`src/rtl/local_l1_gen.sv`:
```
module local_l1_gen #(
  parameter int BX_W      = 12,
  parameter int RATE_W    = 16,
  parameter int BURST_W   = 16,
  parameter int FIRE_BX   = 500,
  parameter int RAND_W    = 16,
  parameter logic [31:0] LFSR_SEED = 32'hACE1_2468,
  parameter logic [31:0] LFSR_TAPS = 32'h8020_0003
) (
  input  logic               clk,
  input  logic               rst_n,
  input  logic [BX_W-1:0]    bx_cnt,
  input  logic               orbit_stb,
  input  logic               local_mode,
  input  logic [1:0]         trig_type,
  input  logic [RATE_W-1:0]  rate_n,
  input  logic [BURST_W-1:0] burst_len,
  input  logic [BX_W-1:0]    gap_begin,
  input  logic [BX_W-1:0]    gap_end,
  input  logic               cmd_burst,
  input  logic               cmd_cont_on,
  input  logic               cmd_cont_off,
  input  logic               cmd_evn_rst,
  input  logic               cmd_orn_rst,
  output logic               trig_out,
  output logic               cont_active,
  output logic               evn_rst_req,
  output logic               orn_rst_req
);

  localparam int SP_W   = RATE_W + 1;
  localparam int DIV_W  = RATE_W + 2;
  localparam int PROD_W = RAND_W + DIV_W;

  typedef enum logic [1:0] {
    K_ORBIT = 2'd0,
    K_RSVD  = 2'd1,
    K_BX    = 2'd2,
    K_RAND  = 2'd3
  } trig_kind_e;

  logic               burst_act;
  logic [BURST_W-1:0] burst_left;
  logic [SP_W-1:0]    sp_cnt;
  logic [31:0]        lfsr;
  logic               cand;

  wire active     = cont_active | burst_act;
  wire in_gap     = (bx_cnt >= gap_begin) && (bx_cnt <= gap_end);
  wire [SP_W-1:0] rate_ext = {1'b0, rate_n};
  wire due_bx     = sp_cnt >= rate_ext;
  wire due_orb    = sp_cnt > rate_ext;
  wire at_fire_bx = bx_cnt == BX_W'(FIRE_BX);
  wire sp_full    = &sp_cnt;

  wire [DIV_W-1:0]  rnd_div  = {1'b0, rate_n, 1'b0} + DIV_W'(2);
  wire [PROD_W-1:0] rnd_prod = PROD_W'(lfsr[RAND_W-1:0]) * PROD_W'(rnd_div);
  wire rnd_hit = rnd_prod < (PROD_W'(1) << RAND_W);

  always_comb begin
    case (trig_kind_e'(trig_type))
      K_ORBIT: cand = at_fire_bx && due_orb;
      K_BX:    cand = due_bx;
      K_RAND:  cand = rnd_hit;
      default: cand = 1'b0;
    endcase
  end

  wire fire  = active && cand && !in_gap;
  wire start = !active && (cmd_burst || (cmd_cont_on && !cmd_cont_off));
  wire sp_tick = (trig_type == K_BX) || ((trig_type == K_ORBIT) && orbit_stb);

  always_ff @(posedge clk) begin
    if (!rst_n) begin
      sp_cnt <= '1;
    end else if (start) begin
      sp_cnt <= '1;
    end else if (fire) begin
      sp_cnt <= '0;
    end else if (sp_tick && !sp_full) begin
      sp_cnt <= sp_cnt + SP_W'(1);
    end
  end

  always_ff @(posedge clk) begin
    if (!rst_n) begin
      burst_act  <= 1'b0;
      burst_left <= '0;
    end else if (!burst_act && cmd_burst) begin
      burst_act  <= 1'b1;
      burst_left <= burst_len;
    end else if (burst_act && fire) begin
      if (burst_left == '0) burst_act <= 1'b0;
      else                  burst_left <= burst_left - BURST_W'(1);
    end
  end

  always_ff @(posedge clk) begin
    if (!rst_n)            cont_active <= 1'b0;
    else if (cmd_cont_off) cont_active <= 1'b0;
    else if (cmd_cont_on)  cont_active <= 1'b1;
  end

  always_ff @(posedge clk) begin
    if (!rst_n) lfsr <= LFSR_SEED;
    else        lfsr <= {1'b0, lfsr[31:1]} ^ (lfsr[0] ? LFSR_TAPS : 32'd0);
  end

  always_ff @(posedge clk) begin
    if (!rst_n) begin
      trig_out    <= 1'b0;
      evn_rst_req <= 1'b0;
      orn_rst_req <= 1'b0;
    end else begin
      trig_out    <= fire;
      evn_rst_req <= cmd_evn_rst & local_mode;
      orn_rst_req <= cmd_orn_rst & local_mode;
    end
  end

endmodule

```
`config.mk`:
```
export PLATFORM = sky130hd
export DESIGN_NAME = local_l1_gen
export DESIGN_NICKNAME = d
export VERILOG_FILES = /design/src/rtl/local_l1_gen.sv
export SDC_FILE = /design/constraint.sdc
export NUM_CORES = 1
export LEC_CHECK = 0
export ABC_AREA = 0
export BUFFER_PORTS_ARGS = -buffer_cell sky130_fd_sc_hd__buf_2
export CAP_MARGIN = 20
export CORE_ASPECT_RATIO = 1.4
export CORE_MARGIN = 10
export CORE_UTILIZATION = 30
export CTS_CLUSTER_DIAMETER = 80
export CTS_CLUSTER_SIZE = 30
export DETAILED_ROUTE_END_ITERATION = 10
export HOLD_SLACK_MARGIN = 0.05
export SYNTH_ARGS = -nofsm -noshare
export SYNTH_HDL_FRONTEND = slang
export SYNTH_SLANG_ARGS = --single-unit
```
`constraint.sdc`:
```
create_clock -name clk -period 11.6 [get_ports clk]
set_clock_uncertainty 0.2 [all_clocks]
set_input_delay 1.74 -clock clk [delete_from_list [all_inputs] [get_ports clk]]
set_output_delay 1.74 -clock clk [all_outputs]
set_load 0.005 [all_outputs]
```
=== Word-level counts from Yosys, hierarchy flattened ===
Cells that the tools add are included.

* Add/subtract/negate cells: 3
* $mul: 1
* $lt $le $gt $ge: 5
* Equal/unequal tests: 4
* Muxes and demuxes: 10
* Bitwise gates (word level): 5
* Reduce and logical (&&, ||, !) cells: 27

{| class="wikitable"
|+ Operators with widths
! operator !! number
|-
| $mux 16 || 3
|-
| $lt 34x17->1 const B || 1
|-
| $mul 16x18->34 || 1
|-
| $mux 17 || 2
|-
| $mux 32 || 1
|-
| $xor 31x32->32 || 1
|-
| $add 17x2->18 const B || 1
|-
| $add 17x1->17 const B || 1
|-
| $ge 17x16->1 || 1
|-
| $gt 17x16->1 || 1
|-
| $reduce_and 17->1 || 1
|-
| $logic_not 16->1 || 1
|-
| $sub 16x1->16 const B || 1
|-
| $eq 12x9->1 const B || 1
|-
| $ge 12x12->1 || 1
|-
| $le 12x12->1 || 1
|-
| $logic_and 1x1->1 || 10
|-
| $reduce_bool 2->1 || 3
|-
| $logic_not 1->1 || 5
|-
| $eq 2x2->1 const B || 2
|-
| $reduce_and 2->1 || 2
|-
| $reduce_or 2->1 || 2
|-
| $mux 1 || 3
|-
| $pmux 1 s3 || 1
|-
| 6 further kinds || 8
|}

* Bits in registers: 70
* Input port bits: 79
* Output and inout bits: 4
* Logic and storage cells: 63

=== Longest topological paths before layout ===
Gate-level depths: netlist (run 1).

* Word-level depth: 9
* Mapped depth: 34
* Mapped depth without buffers: 30

=== Worst setup path after synthesis (run 1) ===
Ideal clock, no wire load.

* Path type: input -> register
* From: in rate_n[0]
* To: reg burst_left[6]
* Library setup time: 0.118 ns
* Data arrival time: 9.082 ns
* Data required time: 11.282 ns
* Path slack: 2.200 ns
* Cell stages on the path: 32
* Buffers on the path: 3
* Cells stage by stage: ha_1 -> nand3_1 -> nor2_1 -> nand3_1 -> nor2_1 -> nand3_1 -> xnor2_1 -> clkbuf_1 -> nand2_1 -> fa_1 -> fa_1 -> inv_1 -> fa_1 -> fa_1 -> fa_1 -> inv_1 -> fa_1 -> inv_1 -> ha_1 -> buf_4 -> a21oi_2 -> o21ai_2 -> a21oi_2 -> o21ai_1 -> o211a_1 -> or3_1 -> a2111oi_2 -> a41o_1 -> buf_6 -> nand2_2 -> or4_1 -> o2111a_1

* Word-level cells in the longest chain between the ends: 9
* Elaborated cells on any way between the ends: 12
* Those cells by class: 1 x add/sub; 1 x mul; 3 x order compare; 1 x mux; 6 x reduce/logical

{| class="wikitable"
|+ Ends and longest elaborated chain
! element !! line !! text
|-
| start: declaration || 16 || <nowiki>input logic [RATE_W-1:0] rate_n,</nowiki>
|-
| $add 17x2->18 || 56 || <nowiki>wire [DIV_W-1:0] rnd_div = {1'b0, rate_n, 1'b0} + DIV_W'(2);</nowiki>
|-
| $mul 16x18->34 || 57 || <nowiki>wire [PROD_W-1:0] rnd_prod = PROD_W'(lfsr[RAND_W-1:0]) * PROD_W'(rnd_div);</nowiki>
|-
| $lt 34x17->1 || 58 || <nowiki>wire rnd_hit = rnd_prod < (PROD_W'(1) << RAND_W);</nowiki>
|-
| $pmux 1 s3 (*) || 61 || <nowiki>case (trig_kind_e'(trig_type))</nowiki>
|-
| $logic_and 1x1->1 (*) (2 in a row) || 69 || <nowiki>wire fire = active && cand && !in_gap;</nowiki>
|-
| $logic_and 1x1->1 (*) || 92 || <nowiki>end else if (burst_act && fire) begin</nowiki>
|-
| $reduce_bool 2->1 (no source line) (*) || - ||
|-
| $reduce_and 2->1 (no source line) (*) || - ||
|-
| end signal: assignment || 91 || <nowiki>burst_left <= burst_len;</nowiki>
|-
| end signal: assignment || 94 || <nowiki>else burst_left <= burst_left - BURST_W'(1);</nowiki>
|-
| end: declaration || 43 || <nowiki>logic [BURST_W-1:0] burst_left;</nowiki>
|}

Mark *: on every way between the ends. The rest lies on a longest branch, timed or not.
A chain may end at the register's enable or synchronous reset.

=== Worst setup path in the final report (run 1) ===
* From: in rate_n[0]
* To: reg sp_cnt[13]

* Word-level cells in the longest chain between the ends: 7
* Elaborated cells on any way between the ends: 11
* Those cells by class: 1 x add/sub; 1 x mul; 3 x order compare; 2 x mux; 4 x reduce/logical

{| class="wikitable"
|+ Ends and longest elaborated chain
! element !! line !! text
|-
| $add 17x2->18 || 56 ||
|-
| $mul 16x18->34 || 57 ||
|-
| $lt 34x17->1 || 58 ||
|-
| $pmux 1 s3 (*) || 61 ||
|-
| $logic_and 1x1->1 (*) (2 in a row) || 69 ||
|-
| $mux 17 / $reduce_bool 2->1 (equally long branches) || - ||
|-
| end signal: assignment || 81 || <nowiki>sp_cnt <= sp_cnt + SP_W'(1);</nowiki>
|-
| end: declaration || 44 || <nowiki>logic [SP_W-1:0] sp_cnt;</nowiki>
|}

Marked as above.

==> reports/metrics.yaml, run 1 <==
grt_use_met2_pct: 25.3
setup_slack_ns: 1.17
fmax_mhz: 95.9
ant_nets: 0
grt.overflow.total: 0
hpwlAfterDp_um: 29600
final_cell_count_no_fill: 2160
relSlewSlack_pct: 33.9
cpPeakStageDelay_ns: 0.56
seq_power_share_pct: 9.4
fin_crit_sh_pct: 89.9
clock_latency_ns: 0.34
dpl_cell_area_um2: 14200
switching_share_pct: 55.6
synth_top_family_by_area: "adder cells"
drive_gt1_share_pct: 8.96
maxCapViolCount: 0
htreeDepth: 3
vias: 10800
cts_tree: "yes"
netlist.area_leader.share_pct: 31.4
synthTopCellsByCount: "inv_1 (290), fa_1 (207), nand2_1 (191)"
yosys.area_share.simple_pct: 21.0
grt_pass1_vias: 11700
r2r_end: "sp_cnt[13]"
die_w_um: 197
pre_cts_slack_ns: 0.808
peakVddDrop_mv: 0.264
hold_viol_final: 0
ys_seq_area_share_pct: 10.6
crit_required_ns: 11.59
powerDensity_nw_per_um2: 236
viasPerCell: 5.01
rr_worst_depth: 24
yosysWarnings: 0
dieArea_um2: 52900
p_clk_share_pct: 7.9
end_kind: "register"
grt_pass1_wl_um: 59600
numCtsBuffers: 9
power_uw: 3430
cp-start-kind: "input pin"
crit_arrival_ns: 10.42
leakage_uw: 0.00703
hold_path_class: "register to register"
crit_type: "input pin to register"
hold_depth: 1
p_int_uw: 1520
p_switching_uw: 1910
ys.flop_type: "dfxtp_1"
r2r_start: "lfsr[3]"
final_nets: 2035
grt_max_degree: 47
worst_pin_slew_ns: 0.991
dp.cells: 2141
synth_xor_area_share_pct: 3.05
totalWireLength_um: 36400
core_area_um2: 43200
synthMuxAreaShare_pct: 0.379
setup_viol: 0
synth_compound_area_share_pct: 9.33
synth-edff-count: 0
holdCritStartpoint: "lfsr[28]"
portBuffers: 82
firstDrtPassIters: 6
drt_iter0_markers: 559
finalSetupTns_ns: 0
busiest_layer: "met2"
die_h_um: 268
cts.sinks: 70
cts_resized: 0
rows: 90
grt_use_total_pct: 14.1
final_cell_area_um2: 14500
netlist_area_um2: 13200
syn_to_final_growth_pct: 9.90
reg2reg_slack_ns: 3.30
floorplan.initialDensity_pct: 30.5
status: "finished clean"
ys_top_cells_by_area: "fa_1 (31%), ha_1 (14%), dfxtp_1 (11%), inv_1 (8.3%), and2_1 (6.4%)"
postSynthAreaPerCell_um2: 8.51
synth.largest_area_cell: "fa_1"
combinationalPowerShare_pct: 82.7
clock_path_buffers: 2
postSynthCellCount: 1550
hold_end: "lfsr[27]"
slew_viol_final: 0
diodes: 0
antenna_found_initial: 0
rsz0062_at_grt: "false"
path_clk_slew_ns: 0.06
pin_count: 83
hold_buffers: 0
yosysMostFrequentCell: "inv_1"
use_met1_pct: 15.4
synth-async-reset-ratio_pct: 0
synth_seq_cells: 70
syn-num-nets: 1982
final.min_clock_period_ns: 10.43
path_max_fanout: 18
root_buffer: "clkbuf_16"
wl_per_cell_um: 16.9
use_met3_pct: 2.30
ys_types: 71
drc: 0
critPathMostFrequentCell: "fa_1"
slowest_stage: "a41o_1"
yosys.area_share.adder_pct: 45.3
gp_congestion: 0.913
cts_setup_buffers: 0
worst max path at each step:
stage	startpoint	endpoint	cells past startpoint
detailed placement	rate_n[7]	sp_cnt[13]	30
finish	rate_n[0]	sp_cnt[13]	32
floorplan	rate_n[0]	burst_left[6]	32
global placement	rate_n[2]	sp_cnt[15]	29
CTS	rate_n[0]	sp_cnt[13]	32
global route	rate_n[0]	sp_cnt[13]	32
final cells by class:
cell class,instances,area [um2]
Clock inverter,7,63.8
Timing Repair Buffer,104,581
Tap cell,552,691
Clock buffer,9,225
Sequential cell,70,1400
Fill cell,4584,28700
Multi-Input combinational cell,1128,10400
Inverter,290,1090
worst max-delay path: cells and delay by family:
kind | cells | cell delay (ns)
buffers and inverters | 6 | 0.73
AO/OA/AOI/OAI | 8 | 2.12
adder cells (fa/ha/maj) | 8 | 3.43
XOR/XNOR | 1 | 0.52
AND/OR/NAND/NOR | 9 | 1.83
registers in the layout, summed over array words and instances, names as in the netlist:
register and cells:
lfsr 32, sp_cnt 17, burst_left 16, burst_act 1, cont_active 1, evn_rst_req 1, orn_rst_req 1, trig_out 1
logic make-up (layout without fill, tap and decap cells):
group           after synthesis  count (layout)
simple gates                534             534
fa+ha+maj                   353             353
xor+xnor                     46              46
mux                           5               5
buf+inv                     352             410
flops                        70              70
compound gates              190             190
cells in the final DEF, fill, tap and decap left out, types with 14 or more instances in the layout:
cell,instances
buf_4,21
a21o_1,14
ha_1,146
fa_1,207
nor2_1,38
and2_1,134
dfxtp_1,70
nand3_1,32
nor2b_1,14
buf_2,82
a21oi_1,48
nand2_1,191
nand2b_1,22
xnor2_1,32
nor3_1,19
nand4_1,27
inv_1,290
o21ai_0,53
power by group through the flow:
| stage | sequential, uW | clock, uW | combinational (uW) |
|---|---|---|---|
| 2_1_floorplan | 293 | 0 | 2270 |
| 3_3_place_gp | 324 | 0 | 2810 |
| 3_5_place_dp | 325 | 0 | 2810 |
| 4_1_cts | 320 | 278 | 2850 |
| 5_1_grt | 325 | 289 | 3240 |
| 6_report | 321 | 272 | 2830 |
per-stage QoR:
step	hold slack [ns]	utilization, %
after floorplan	0.186	-
after global placement	0.192	32.8
after detailed placement	0.196	32.8
after CTS	0.211	33.5
after global routing	0.228	33.5
final	0.207	33.5
per-layer routing:
layer,wire (um),up-vias
li1,-,5014
met2,18400,319
met3,1680,103
met4,2210,0
met1,14100,5387
met5,0,-
No activity file was read; power rests on OpenSTA's default activity.
==> inputs of run 2 (changes only) <==
- CORE_UTILIZATION: 30 -> 45
- HOLD_SLACK_MARGIN: 0.05 -> not set
==> run 2 against run 1 <==
  * Design area fell by 1.7%
  * Sequential cell count did not move
  * Sequential share of layout area rose by 0.17 points
  * Final cell count fell by 8.2%
  * Wire length fell by 4.4%
  * Largest cell class unchanged
  * First-iteration DRC count fell by 29%
  * Die area fell by 31%
  * Critical endpoint unchanged
  * Combinational power rose by 2%
  * Power rose by 2.0%
  * Global-route usage rose by 5.6 points
==> reports/metrics.yaml, run 2 (synthesis gave the netlist of run 1 again) <==
status: "finished clean"
clock_latency_ns: 0.34  # about the same
clock_path_buffers: 2  # unchanged
pin_count: 83  # unchanged
hold_buffers: 0  # unchanged
power_uw: 3500  # +2.0%
drive_gt1_share_pct: 8.49  # -0.47 points
hpwlAfterDp_um: 27600  # -6.9%
crit_required_ns: 11.54  # -0.05 ns
dp.cells: 1966  # -8.2%
grt_pass1_wl_um: 58300  # -2.1%
finalSetupTns_ns: 0  # unchanged
rows: 74  # -18%
grt_use_total_pct: 19.7  # +5.6 points
seq_area_um2: 1400  # unchanged
diodes: 0  # unchanged
final.min_clock_period_ns: 10.41  # -0.0152 ns
fin_crit_sh_pct: 89.8  # -0.13 points
reg_top3: "lfsr: 32 flops, sp_cnt: 17 flops, burst_left: 16 flops"
die_w_um: 165  # -16%
nFillCells: 2916  # -36%
gp_congestion: 0.862  # -5.6%
htreeDepth: 3  # unchanged
antenna_found_initial: 1  # +1
leakage_uw: 0.00700  # -0.44%
cts_resized: 0  # unchanged
path_clk_slew_ns: 0.06  # about the same
cts_tree: "yes"
crit_arrival_ns: 10.36  # -0.06 ns
final_nets: 2029  # -0.29%
relSlewSlack_pct: 26.1  # -7.7 points
grt_max_degree: 47  # unchanged
drt_iter0_markers: 399  # -29%
slowest_stage: "a41o_1"
drc: 0  # unchanged
rsz0062_at_grt: "false"
firstDrtPassIters: 5  # -1
critPathMostFrequentCell: "fa_1"
wl_per_cell_um: 17.6  # +4.2%
fin_util_pct: 49.0  # +15 points
end_kind: "register"
syn_to_final_growth_pct: 8.04
core_area_um2: 29100  # -33%
layout_commonest_cell: "inv_1"
path_max_fanout: 18  # unchanged
viasPerCell: 5.38  # +7.3%
multiInputGateArea_um2: 10400  # -0.14%
maxCapViolCount: 0  # unchanged
cpPeakStageDelay_ns: 0.55  # about the same
cts.sinks: 70  # unchanged
ant_nets: 0  # unchanged
worst_pin_slew_ns: 1.11  # +0.118 ns
peakVddDrop_mv: 0.348  # +32%
powerDensity_nw_per_um2: 245  # +3.8%
hold_viol_final: 0  # unchanged
grt.overflow.total: 0  # unchanged
numCtsBuffers: 9  # unchanged
floorplan.initialDensity_pct: 45.4  # +15 points
largest_reg_flops: 32  # unchanged
hold_path_class: "register to register"
totalWireLength_um: 34800  # -4.4%
crit_type: "input pin to register"
largest-register: "lfsr"
whs_ns: 0.208  # +0.00111 ns
setup_viol: 0  # unchanged
vias: 10700  # -1.5%
final_cell_count_no_fill: 1982  # -8.2%
fmax_mhz: 96.0  # +0.15%
grt_pass1_vias: 11500  # -1.4%
slew_viol_final: 0  # unchanged
cp-start-kind: "input pin"
root_buffer: "clkbuf_16"
portBuffers: 82  # unchanged
layout_common_cells: "inv_1 (290), fa_1 (207), nand2_1 (191), ha_1 (146), and2_1 (134)"
dieArea_um2: 36700  # -31%
die_h_um: 223  # -17%
cts_setup_buffers: 0  # unchanged
-- run 2: cell count changes in the layout (fill, tap and decap cells not counted), sizes merged --
cell,change
clkbuf,+1
dlymetal6s2s,-1
clkinv,+2
bufinv,+2
clkinvlp,-1
buf,-5
inv,-4
-- run 2: final timing paths --
check,cells after the start,slack (ns),to,from
setup / recovery,32,1.19,sp_cnt[13],rate_n[0]
setup reg to reg,24,3.20,sp_cnt[13],lfsr[9]
hold reg to reg,1,0.21,lfsr[27],lfsr[28]
hold / removal,1,0.21,lfsr[27],lfsr[28]
-- run 2: metal layers --
metal | vias up | share of wire [%] | GRT usage (%)
li1 | 5009 | - | -
met1 | 5324 | 38 | 22.4
met2 | 247 | 54 | 36.0
met3 | 76 | 3.7 | 2.02
met4 | 0 | 4.5 | 8.59
met5 | - | 0 | 0
-- run 2: layout make-up --
type / instances / area share, %
flip-flops and latches: 70 / 9.83
well taps: 380 / 3.34
clock inverters: 6 / 0.659
multi-input cells: 1128 / 73.2
repair buffers: 98 / 3.72
inverters: 290 / 7.64
clock buffers: 10 / 1.61
-- run 2: metrics by stage --
stage | cell area (um2) | worst slack, ns
5_1_grt | 14200 | 0.494
2_1_floorplan | 13200 | 2.20
6_report | 14200 | 1.19
3_5_place_dp | 13900 | 0.835
3_3_place_gp | 13900 | 1.02
4_1_cts | 14200 | 1.17
-- run 2: worst max-delay path: cells and delay by family --
family          cells  cell delay [ns]
simple gates        9             1.88
buf+inv             6             0.74
fa+ha+maj           8             3.71
compound gates      8             2.12
xor+xnor            1             0.13
-- run 2: power by group --
group	leakage, uW	internal [uW]	switching (uW)	total, uW
clock	0.000153	190	109	299
combinational	0.00627	1110	1760	2880
sequential	0.000579	268	51.6	320
total	0.00700	1570	1920	3500
==> inputs of run 3 (changes only) <==
- MAX_ROUTING_LAYER: not set -> met4
- clock period: 11.6 -> 8.8 ns (I/O delays scaled with it)
==> run 3 against run 2 <==
  * Combinational power rose by 94%
  * Critical endpoint is now burst_left[6]
  * Critical path depth fell by 1
  * Clock power rose by 38%
  * Clock-buffer cell count fell by 1
  * Register-to-register slack got worse by 2.1 ns
==> reports/metrics.yaml, run 3 (synthesis gave the netlist of run 1 again) <==
status: "finished clean"
grt_pass1_wl_um: 60200  # +3.1%
largest_reg_flops: 32  # unchanged
peakVddDrop_mv: 0.400  # +15%
hold_viol_final: 0  # unchanged
grt_max_degree: 47  # unchanged
floorplan.initialDensity_pct: 45.4  # unchanged
finalSetupTns_ns: 0  # unchanged
grt_use_total_pct: 21.1  # +1.4 points
syn_to_final_growth_pct: 25.3
end_kind: "register"
layout_common_cells: "inv_1 (281), fa_1 (194), nand2_1 (185), buf_4 (153), and2_1 (130)"
largest-register: "lfsr"
hold_path_class: "register to register"
numCtsBuffers: 9  # unchanged
rows: 74  # unchanged
cp_num_buf_inv: 8  # +2
wl_per_cell_um: 17.5  # -0.49%
clock_path_buffers: 2  # unchanged
cp-start-kind: "input pin"
seq_area_um2: 1400  # unchanged
antenna_found_initial: 0  # -1
crit_type: "input pin to register"
multiInputGateArea_um2: 11200  # +7.2%
cpPeakStageDelay_ns: 0.65  # +0.10 ns
reg_top3: "lfsr: 32 flops, sp_cnt: 17 flops, burst_left: 16 flops"
totalWireLength_um: 37600  # +8.0%
portBuffers: 82  # unchanged
pin_count: 83  # unchanged
grt.overflow.total: 0  # unchanged
firstDrtPassIters: 5  # unchanged
slowest_stage: "fa_2"
slew_viol_final: 0  # unchanged
grt_pass1_vias: 12100  # +4.7%
vias: 11300  # +6.4%
crit_required_ns: 8.84  # -2.70 ns
cp_top_family: "adder cells"
path_clk_slew_ns: 0.06  # about the same
htreeDepth: 3  # unchanged
layout_commonest_cell: "inv_1"
gp_congestion: 0.905  # +5.0%
diodes: 0  # unchanged
cts.sinks: 70  # unchanged
final_nets: 2199  # +8.4%
r2r_start: "lfsr[7]"
relSlewSlack_pct: 31.7  # +5.6 points
fmax_mhz: 114
drive_gt1_share_pct: 23.4  # +15 points
root_buffer: "clkbuf_16"
r2r_end: "burst_left[6]"
hold_buffers: 0  # unchanged
ant_nets: 0  # unchanged
setup_viol: 0  # unchanged
worst_pin_slew_ns: 0.999  # -0.110 ns
final.min_clock_period_ns: 8.78
power_uw: 6420  # +84%
drc: 0  # unchanged
rsz0062_at_grt: "true"
dieArea_um2: 36700  # unchanged
fin_crit_sh_pct: 99.7
clock_latency_ns: 0.35  # about the same
leakage_uw: 0.00802  # +15%
viasPerCell: 5.27  # -2.0%
crit_path_start: "rate_n[1]"
die_w_um: 165  # unchanged
path_max_fanout: 7  # -11
die_h_um: 223  # unchanged
drt_iter0_markers: 457  # +15%
cp.depth: 31  # -3.1%
rr_worst_depth: 25  # +4.2%
core_area_um2: 29100  # unchanged
cts_tree: "yes"
powerDensity_nw_per_um2: 388  # +58%
crit_arrival_ns: 8.81  # -1.55 ns
hpwlAfterDp_um: 30100  # +9.3%
crit_end: "burst_left[6]"
maxCapViolCount: 0  # unchanged
reg2reg_slack_ns: 1.09  # -2.11 ns
final_cell_area_um2: 16500  # +16%
dpl_cell_area_um2: 15000  # +8.1%
nFillCells: 2679  # -8.1%
## run 3: changes by cell type in the layout (fill, tap and decap cells not counted), sizes merged
cell,delta
buf,+169
clkinv,-1
inv,+2
## run 3: area by class of cell
cell class                      count  share of cell area [%]
Clock buffer                        9                    1.36
Clock inverter                      7                   0.636
Inverter                          290                    6.58
Multi-Input combinational cell   1128                    67.7
Sequential cell                    70                    8.48
Tap cell                          380                    2.88
Timing Repair Buffer              268                    12.4
## run 3: what timing repair did
item / in CTS / in global routing
gates resized for setup: 39 / 133
endpoints found under the setup margin: 34 / 35
cloned: 1 / 1
endpoints found under the hold margin: 0 / 0
buffers inserted: 14 / 20
pin swaps: 19 / 96
## run 3: how the worst min path moves through the flow
| stage | slack, ns | from | depth (start not counted) | endpoint |
|---|---|---|---|---|
| 6_report | 0.21 | lfsr[17] | 1 | lfsr[16] |
| 5_1_grt | 0.22 | lfsr[24] | 1 | lfsr[23] |
| 4_1_cts | 0.21 | lfsr[24] | 1 | lfsr[23] |
| 3_5_place_dp | 0.19 | lfsr[30] | 1 | lfsr[29] |
| 3_3_place_gp | 0.19 | lfsr[27] | 1 | lfsr[26] |
| 2_1_floorplan | 0.19 | lfsr[17] | 1 | lfsr[16] |
## run 3: power by group
group          internal, uW  switching [uW]
sequential              354            63.4
combinational          2700            2880
clock                   253             161
## run 3: metal layers
metal | up-vias | share of wire (%) | track usage, %
li1 | 5352 | - | -
met1 | 5593 | 38 | 23.2
met2 | 280 | 53 | 37.0
met3 | 114 | 3.1 | 1.70
met4 | 0 | 5.8 | 10.8
met5 | - | 0 | -
## run 3: stage by stage
step | setup slack, ns | hold slack [ns] | utilization (%) | cells
2_1_floorplan | 0.00328 | 0.186 | - | 1550
3_3_place_gp | -0.536 | 0.190 | 51.8 | 2099
3_5_place_dp | -0.619 | 0.193 | 51.8 | 2099
4_1_cts | -0.00204 | 0.213 | 54.0 | 2130
5_1_grt | -0.168 | 0.219 | 56.9 | 2152
6_report | 0.0238 | 0.207 | 56.9 | 2152
